## src/rtl/jtag_sel_pkg.sv

```systemverilog
package jtag_sel_pkg;

  localparam int IR_W = 8;

  typedef enum logic [3:0] {
    TAP_EXIT2_DR = 4'h0,
    TAP_EXIT1_DR = 4'h1,
    TAP_SHIFT_DR = 4'h2,
    TAP_PAUSE_DR = 4'h3,
    TAP_SEL_IR   = 4'h4,
    TAP_UPD_DR   = 4'h5,
    TAP_CAP_DR   = 4'h6,
    TAP_SEL_DR   = 4'h7,
    TAP_EXIT2_IR = 4'h8,
    TAP_EXIT1_IR = 4'h9,
    TAP_SHIFT_IR = 4'hA,
    TAP_PAUSE_IR = 4'hB,
    TAP_RTI      = 4'hC,
    TAP_UPD_IR   = 4'hD,
    TAP_CAP_IR   = 4'hE,
    TAP_TLR      = 4'hF
  } tap_st_e;

  typedef enum logic [1:0] {
    SEL_WAIT = 2'd0,
    SEL_ON   = 2'd1,
    SEL_OFF  = 2'd2
  } sel_st_e;

  localparam logic [IR_W-1:0] CODE_BCAST      = 8'h3B;
  localparam logic [IR_W-1:0] CODE_MCAST_BASE = 8'h3C;
  localparam logic [IR_W-1:0] OP_GOTOWAIT     = 8'hC3;
  localparam logic [IR_W-1:0] OP_GRPSEL       = 8'hE1;
  localparam logic [IR_W-1:0] OP_BYPASS       = 8'hFF;

endpackage

```

## src/rtl/scan_shreg.sv

```systemverilog
module scan_shreg #(
  parameter int W = 8
) (
  input  logic         clk,
  input  logic         rst,
  input  logic         shift_en,
  input  logic         sin,
  output logic [W-1:0] q
);
  // The serial bit enters at the top, so the first bit shifted in ends at bit 0
  always_ff @(posedge clk) begin
    if (rst)           q <= '0;
    else if (shift_en) q <= {sin, q[W-1:1]};
  end
endmodule

```

## src/rtl/addr_match.sv

```systemverilog
module addr_match
  import jtag_sel_pkg::*;
#(
  parameter int ADDR_W = 7,
  parameter int GRP_W  = 2
) (
  input  logic [IR_W-1:0]   code,
  input  logic [ADDR_W-1:0] dev_addr,
  input  logic              grp_en,
  input  logic [GRP_W-1:0]  grp_id,
  output logic              hit_direct,
  output logic              hit_group
);
  localparam int PAD_W = IR_W - ADDR_W;

  logic [IR_W-1:0] addr_ext;
  logic            is_bcast;
  logic            is_mcast;

  generate
    if (PAD_W > 0) begin : g_pad
      assign addr_ext = {{PAD_W{1'b0}}, dev_addr};
    end else begin : g_nopad
      assign addr_ext = dev_addr[IR_W-1:0];
    end
  endgenerate

  always_comb begin
    hit_direct = (dev_addr != '0) && (code == addr_ext);
    is_bcast   = (code == CODE_BCAST);
    is_mcast   = grp_en
                 && (code[IR_W-1:GRP_W] == CODE_MCAST_BASE[IR_W-1:GRP_W])
                 && (code[GRP_W-1:0] == grp_id);
    hit_group  = is_bcast || is_mcast;
  end
endmodule

```

## src/rtl/jtag_addr_sel.sv

```systemverilog
module jtag_addr_sel
  import jtag_sel_pkg::*;
#(
  parameter int ADDR_W = 7,
  parameter int GRP_W  = 2
) (
  input  logic              clk,
  input  logic              rst,
  input  logic [3:0]        tap_state,
  input  logic              tdi,
  input  logic [ADDR_W-1:0] dev_addr,
  output logic              selected,
  output logic              bcast_mode,
  output logic              tdo_en
);
  localparam int GREG_W = GRP_W + 1;  // enable bit on top of the group id

  tap_st_e          tap;
  sel_st_e          st_q, st_d;
  logic             bc_q, bc_d;
  logic [IR_W-1:0]  ir_q;
  logic [IR_W-1:0]  instr_q;
  logic [GREG_W-1:0] dr_q;
  logic [GREG_W-1:0] grp_q;
  logic             hit_direct, hit_group;
  logic             shifting;

  assign tap      = tap_st_e'(tap_state);
  assign shifting = (tap == TAP_SHIFT_IR) || (tap == TAP_SHIFT_DR);

  scan_shreg #(.W(IR_W)) u_ir (
    .clk(clk), .rst(rst), .shift_en(tap == TAP_SHIFT_IR), .sin(tdi), .q(ir_q)
  );

  scan_shreg #(.W(GREG_W)) u_dr (
    .clk(clk), .rst(rst), .shift_en(tap == TAP_SHIFT_DR), .sin(tdi), .q(dr_q)
  );

  addr_match #(.ADDR_W(ADDR_W), .GRP_W(GRP_W)) u_match (
    .code(ir_q), .dev_addr(dev_addr),
    .grp_en(grp_q[GREG_W-1]), .grp_id(grp_q[GRP_W-1:0]),
    .hit_direct(hit_direct), .hit_group(hit_group)
  );

  always_comb begin
    st_d = st_q;
    bc_d = bc_q;
    if (tap == TAP_TLR) begin
      st_d = SEL_WAIT;
      bc_d = 1'b0;
    end else if (tap == TAP_UPD_IR) begin
      if (ir_q == OP_GOTOWAIT) begin
        st_d = SEL_WAIT;
        bc_d = 1'b0;
      end else if (st_q == SEL_WAIT) begin
        if (hit_direct) begin
          st_d = SEL_ON;
          bc_d = 1'b0;
        end else if (hit_group) begin
          st_d = SEL_ON;
          bc_d = 1'b1;
        end else begin
          st_d = SEL_OFF;
          bc_d = 1'b0;
        end
      end
    end
  end

  always_ff @(posedge clk) begin
    if (rst) begin
      st_q    <= SEL_WAIT;
      bc_q    <= 1'b0;
      instr_q <= OP_BYPASS;
      grp_q   <= '0;
      tdo_en  <= 1'b0;
    end else begin
      st_q   <= st_d;
      bc_q   <= bc_d;
      tdo_en <= (st_d == SEL_ON) && !bc_d && shifting;
      if (tap == TAP_TLR) begin
        instr_q <= OP_BYPASS;
      end else if (tap == TAP_UPD_IR) begin
        // only a device already selected takes the value as an instruction
        instr_q <= (st_q == SEL_ON) ? ir_q : OP_BYPASS;
      end
      if (tap == TAP_UPD_DR && st_q == SEL_ON && instr_q == OP_GRPSEL)
        grp_q <= dr_q;
    end
  end

  assign selected   = (st_q == SEL_ON);
  assign bcast_mode = bc_q;
endmodule

```

## config.mk

```make
export PLATFORM = sky130hd
export DESIGN_NAME = jtag_addr_sel
export DESIGN_NICKNAME = d
export VERILOG_FILES = /design/src/rtl/jtag_sel_pkg.sv /design/src/rtl/scan_shreg.sv /design/src/rtl/addr_match.sv /design/src/rtl/jtag_addr_sel.sv
export SDC_FILE = /design/constraint.sdc
export NUM_CORES = 1
export LEC_CHECK = 0
export BUFFER_PORTS_ARGS = -buffer_cell sky130_fd_sc_hd__buf_2
export CORE_MARGIN = 1.5
export CORE_UTILIZATION = 30
export CTS_CLUSTER_SIZE = 16
export DETAILED_ROUTE_END_ITERATION = 8
export PLACE_DENSITY_LB_ADDON = 0.15
export SETUP_SLACK_MARGIN = 0.2
export SLEW_MARGIN = 40
export SYNTH_ARGS = -nofsm -noshare
export SYNTH_HDL_FRONTEND = slang
export SYNTH_SLANG_ARGS = --single-unit
```

## constraint.sdc

```tcl
create_clock -name clk -period 1.84 [get_ports clk]
set_input_delay 0.368 -clock clk [delete_from_list [all_inputs] [get_ports clk]]
set_output_delay 0.368 -clock clk [all_outputs]
set_load 0.02 [all_outputs]
```

## After elaboration in Yosys (flattened, before gate mapping)

Index checks and enable logic that the tools add are counted.

| operators by class | value |
|---|---|
| eq/ne operators | 13 |
| mux-type cells | 13 |
| reductions and logical operators | 13 |

Operators by type and width:

| kind | number |
|---|---|
| $eq A8 B8 Y1 const B | 2 |
| $eq A4 B4 Y1 const B | 3 |
| $mux W2 | 6 |
| $eq A8 B6 Y1 const B | 1 |
| $eq A8 B7 Y1 | 1 |
| $mux W8 | 1 |
| $logic_and A1 B1 Y1 | 7 |
| $reduce_bool A7 Y1 | 1 |
| $eq A6 B4 Y1 const B | 1 |
| $mux W1 | 6 |
| $eq A2 B1 Y1 const B | 2 |
| $eq A4 B2 Y1 const B | 1 |
| $eq A4 B3 Y1 const B | 1 |
| $eq A2 B2 Y1 | 1 |
| $logic_not A2 Y1 | 1 |
| $logic_or A1 B1 Y1 | 2 |
| $reduce_or A2 Y1 | 1 |
| $logic_not A1 Y1 | 1 |

| storage, ports and cells | value |
|---|---|
| bits in registers | 26 |
| input bits | 14 |

## Longest topological paths before layout

| logic depth | value |
|---|---|
| word-level depth | 13 |
| mapped depth | 6 |
| gate-level depth less buffers | 5 |

## Modules after synthesis

From an unflattened synthesis, not the netlist that was laid out.

| second synthesis, totals | value |
|---|---|
| cell total of the unflattened synthesis | 137 |
| area, all modules | 1262.5 um^2 |

By module, submodules not included:

| module | times used | cells each | area an instance (um^2) | seq. area each (um^2) |
|---|---|---|---|---|
| jtag_addr_sel | 1 | 80 | 718.2 | 300.3 |
| scan_shreg (u_ir) | 1 | 26 | 285.3 | 160.2 |
| addr_match | 1 | 22 | 157.7 | 0.0 |
| scan_shreg (u_dr) | 1 | 9 | 101.3 | 60.1 |

## Least setup slack after synthesis

No wires, ideal clock.

| timing path | value |
|---|---|
| path type | input -> register |
| from | in dev_addr[3] |
| to | reg st_q[0] |
| library setup time | 115 ps |
| data arrival time | 1497 ps |
| data required time | 1725 ps |
| path slack | 229 ps |
| stages on the path | 5 |
| cell sequence | or4_1 nor4_1 or4_1 o41ai_2 o21a_1 |

| on the way | value |
|---|---|
| word-level cells in the longest chain between the ends | 7 |
| elaborated cells on any way between the ends | 8 |
| classes of those cells | eq/ne (1); mux (5); reduce/logical (2) |

RTL lines:

| item | RTL line | source |
|---|---|---|
| start: declaration | jtag_addr_sel.sv:11 | `input logic [ADDR_W-1:0] dev_addr,` |
| $eq A8 B7 Y1 or $reduce_bool A7 Y1 (tied branches) | addr_match.sv:29 | `hit_direct = (dev_addr != '0) && (code == addr_ext);` |
| $logic_and A1 B1 Y1 (*) | addr_match.sv:29 |  |
| $mux W2 (*) | jtag_addr_sel.sv:56 | `if (hit_direct) begin` |
| $mux W2 (*) | jtag_addr_sel.sv:55 | `end else if (st_q == SEL_WAIT) begin` |
| $mux W2 (*) | jtag_addr_sel.sv:52 | `if (ir_q == OP_GOTOWAIT) begin` |
| $mux W2 (*) | jtag_addr_sel.sv:51 | `end else if (tap == TAP_UPD_IR) begin` |
| $mux W2 (*) | jtag_addr_sel.sv:48 | `if (tap == TAP_TLR) begin` |
| end signal: assignment | jtag_addr_sel.sv:78 | `st_q <= st_d;` |
| end: declaration | jtag_addr_sel.sv:19 | `sel_st_e st_q, st_d;` |

Mark *: on every way between the ends. The rest lies on a longest branch, timed or not.
A chain may end at the register's enable or synchronous reset.

## Final worst setup path

| timing path | value |
|---|---|
| from | reg st_q[1] |
| to | reg st_q[0] |

| on the way | value |
|---|---|
| word-level cells in the longest chain between the ends | 5 |

RTL lines:

| item | RTL line |
|---|---|
| $logic_not A2 Y1 | jtag_addr_sel.sv:55 |
| $mux W2 | jtag_addr_sel.sv:55 |
| $mux W2 | jtag_addr_sel.sv:52 |
| $mux W2 | jtag_addr_sel.sv:51 |
| $mux W2 | jtag_addr_sel.sv:48 |

Every way passes these cells.

==> impl.org <==
** Pwr
- Cell internal power was estimated by the tool at approximately 0.00078 W.
- Sequential share of power :: around 56%
- Proportion of power drawn by combinational gates :: 7.5%
- Summed over all cells, the static leakage comes to 0.596 nW.
- Maximum VDD drop :: 0.209 mV
- Total power for the finished layout comes to 0.00101 W.
- Power spread over the standard cell area amounts to 676 mW/mm^2.
- Switching Share :: ~22%
- For this design the total switching power over the nets is 0.000225 W.
- The clock network accounts for 36.4% of the total power.

** Finish
- Fraction of layout instances using a drive strength above 1 :: around a fifth
- From synthesis to final layout, the design area changed by 21.1%.
- The repair_antennas step left the layout with diodes totalling 0.
- Number of nets in the layout :: roughly 190
- Leaving out fill and tap cells, the most frequent cell in the layout is nand2_1.
- In the layout the commonest cells are nand2_1 (26), dfxtp_1 (24), nor2_1 (20), buf_2 (16).

** Setup path
- Cell with the biggest individual delay on the critical path :: or2_2
- Critical path type :: flop to flop
- Cell class contributing the biggest share of worst-path delay :: simple AND/OR/NAND/NOR gates
- The critical path goes through or2_2, nor4_2, o221ai_1, buf_4, o41ai_4, o21a_1.
- For the worst setup path, the data required time is ~2.1 ns.
- Largest fanout on the critical path :: 3
- For this run, the slowest stage of the critical path takes 0.34 ns.
- Together, buffers and inverters on the worst path number 1.
- CP startpoint kind :: flop
- The worst setup path is captured at a flop.
- Worst reg2reg setup slack :: 0.24 ns
- At the worst endpoint, the arrival time is roughly 1.8 ns.

** CTS
- The clock net in this run drives a total of 26 sinks.
- For the worst-skew pair, the clock arrives at the later sink with an insertion delay of 0.27 ns.
- The clock passes through at most 2 buffers.
- CTS built an H-tree with a depth of 1.
- After clock tree synthesis, the clock-pin slew on the worst setup and hold paths is approximately 0.090 ns.
- Counting the buffers created by CTS gives 3.
- Quantity of hold-fixing buffers added after cts :: 0
- TritonCTS built the clock tree.
- CTS placed an instance of clkbuf_8 at the clock tree root.

** Synth
- For this run, the leading register cell type out of synthesis is dfxtp_1.
- Main area contributors after synthesis :: dfxtp_1 (42%), nand2_1 (7.9%), nor2_1 (6.1%), a21oi_1 (4.9%), o21ai_0 (4.9%)
- The number of nets in the synthesized netlist is 171.
- Warnings, synthesis :: 0
- Yosys top cell by area :: dfxtp_1
- Number of synthesized flops with an enable pin :: 0
- Sequential share of the synthesized area :: 42.3%
- The synthesized netlist contains 31 unique library cells.
- In the synthesized netlist, the number of instances is ~160.
- Number of flip-flops and latches in the synthesized netlist :: 26
- Area share of the largest cell type after synthesis :: 42.3%
- Each instance of the synthesized netlist takes up on average 7.84 um^2.
- Area of the mapped netlist :: 0.00123 mm^2
- Counting flops with an async set or reset pin after synthesis yields a share of 0%.

** Global routing
- The number of global-route vias before repair is ~1100.
- Entering global routing, the biggest net connects 18 pins.
- Global routing finished with a remaining overflow of 0.
- The first global-routing pass estimated just over 5 mm of wire.
- The number of antenna violations at the first check in global routing is 0.
- Total routing resource utilization after global routing :: 15.0%

** Routing
- DRC viols :: 0
- DRT Pass-1 Iters :: 4
- Number of violations reported at the end of detailed-routing iteration 0 :: slightly above 50
- After detailed routing, the number of vias per cell comes to 5.11.
- Total Wirelength :: 3.08 mm
- Across all layers, the routed design uses 1160 vias.
- Number of nets still failing antenna checks after routing :: 0
- Average detailed-routed wire length per instance :: about 14 um

** STA
- Worst Max-Slew Pin Slew :: between 0.4 and 0.5 ns
- Clock skew after layout :: just over 0.003 ns
- Setup repair after global routing left no endpoint under its margin.
- In the finished design, the share of the clock period the worst path needs comes to 87.0%.
- The count of endpoints failing hold in the final timing report is 0.
- Total of endpoints with negative setup slack in the final report :: 0
- Setup slack after layout :: 0.239 ns
- Highest clock rate :: 0.625 GHz
- Worst slew margin :: 67.6%
- Final sum of negative setup slack :: 0 ns
- Post-layout minimum cycle time :: around 1.6 ns
- The total count of max-transition violations in the final report is 0.

** Floorplanning
- 17 I/O pins were placed.
- The core region is 0.00397 mm^2.
- Die Area :: approximately 0.0045 mm^2
- In this run the core area contains 23 standard-cell rows.
- Starting utilization of the core area :: between 30% and 40%
- Die width :: 67.1 um
- Die Height :: around 67 um

** Flow run
- Number of max-cap violations :: 0

** Placed design
- Input and output buffers added on the ports amount to 16.
- Setup slack at placement :: around 0.0033 ns
- DPL Wire Length :: about 2.2 mm
- Global placement routability congestion :: 0.781

** Min path
- The worst hold path belongs to the class input pin to flop.

** Outcome
- Result of the run :: complete, no violations
==> flip-flops by register name (all words and copies together), names as in the netlist <==
signal,cells
st_q,2
grp_q,3
tdo_en,1
bcast_mode,1
u_dr.q,3
instr_q,8
u_ir.q,8
==> path summary, 6_finish.rpt <==
check,to,cells past startpoint,start
hold / removal,u_dr.q[2],3,tdi
hold reg to reg,u_dr.q[0],2,u_dr.q[1]
setup reg to reg,st_q[0],6,st_q[1]
setup / recovery,st_q[0],6,st_q[1]
==> cell type report <==
class	instances	area (um^2)
clock buffer	4	55.1
fill	407	2480
inverter	2	7.51
multi-input combinational	121	701
sequential	26	526
tap	50	62.6
timing repair buffer	24	140
==> cell families after synthesis <==
family | count (synthesis) | synth area share (%)
AOI/OAI and AO/OA | 34 | 17.1
xor gates and xnor gates | 8 | 5.69
buffers and inverters | 10 | 3.66
DFF | 26 | 42.3
muxes | 3 | 2.44
and+or+nand+nor | 76 | 28.9
==> worst register-to-register path, cell delays in order, from the launching register on <==
cell and delay, ns:
dfxtp_1 0.33, or2_2 0.34, nor4_2 0.25, o221ai_1 0.22
buf_4 0.19, o41ai_4 0.05, o21a_1 0.16
==> power by group through the flow <==
stage / Sequential (W) / Combinational, W / Clock (W)
global placement: 0.000580 / 0.0000690 / 0
finish: 0.000565 / 0.0000757 / 0.000367
CTS: 0.000567 / 0.0000704 / 0.000382
global route: 0.000566 / 0.0000831 / 0.000408
detailed placement: 0.000580 / 0.0000704 / 0
floorplan: 0.000579 / 0.0000382 / 0
==> per-layer routing <==
metal,routed length (um),GRT usage [%]
met5,0,0
met4,31,4.59
met3,49,2.53
met2,1520,25.6
met1,1480,19.1
==> cells in the mapped netlist (3+ instances only) <==
| library cell | n |
|---|---|
| dfxtp_1 | 26 |
| nand2_1 | 26 |
| nor2_1 | 20 |
| a21oi_1 | 12 |
| o21ai_0 | 12 |
| nor3_1 | 10 |
| nor4_1 | 5 |
| nand3_1 | 4 |
| xnor2_1 | 4 |
| xor2_1 | 4 |
| buf_2 | 3 |
| clkbuf_1 | 3 |
| mux2i_1 | 3 |
| nand4b_1 | 3 |
==> through the flow <==
| stage | area, um^2 | cells | util, % | hold WS, ns |
|---|---|---|---|---|
| 4_1_cts | 1440 | 225 | 36.2 | 0.352 |
| 2_1_floorplan | 1230 | 157 | - | 0.441 |
| 3_5_place_dp | 1380 | 221 | 34.8 | 0.465 |
| 3_3_place_gp | 1380 | 221 | 34.8 | 0.463 |
| 5_1_grt | 1490 | 227 | 37.6 | 0.346 |
| 6_report | 1490 | 227 | 37.6 | 0.361 |
==> what timing repair did <==
action,CTS,global route
pin swaps,1,4
cloned,0,0
endpoints found under the setup margin,2,3
gates resized for setup,1,7
buffers inserted,0,2
endpoints found under the hold margin,0,0
(Power assumes the default switching activity.)
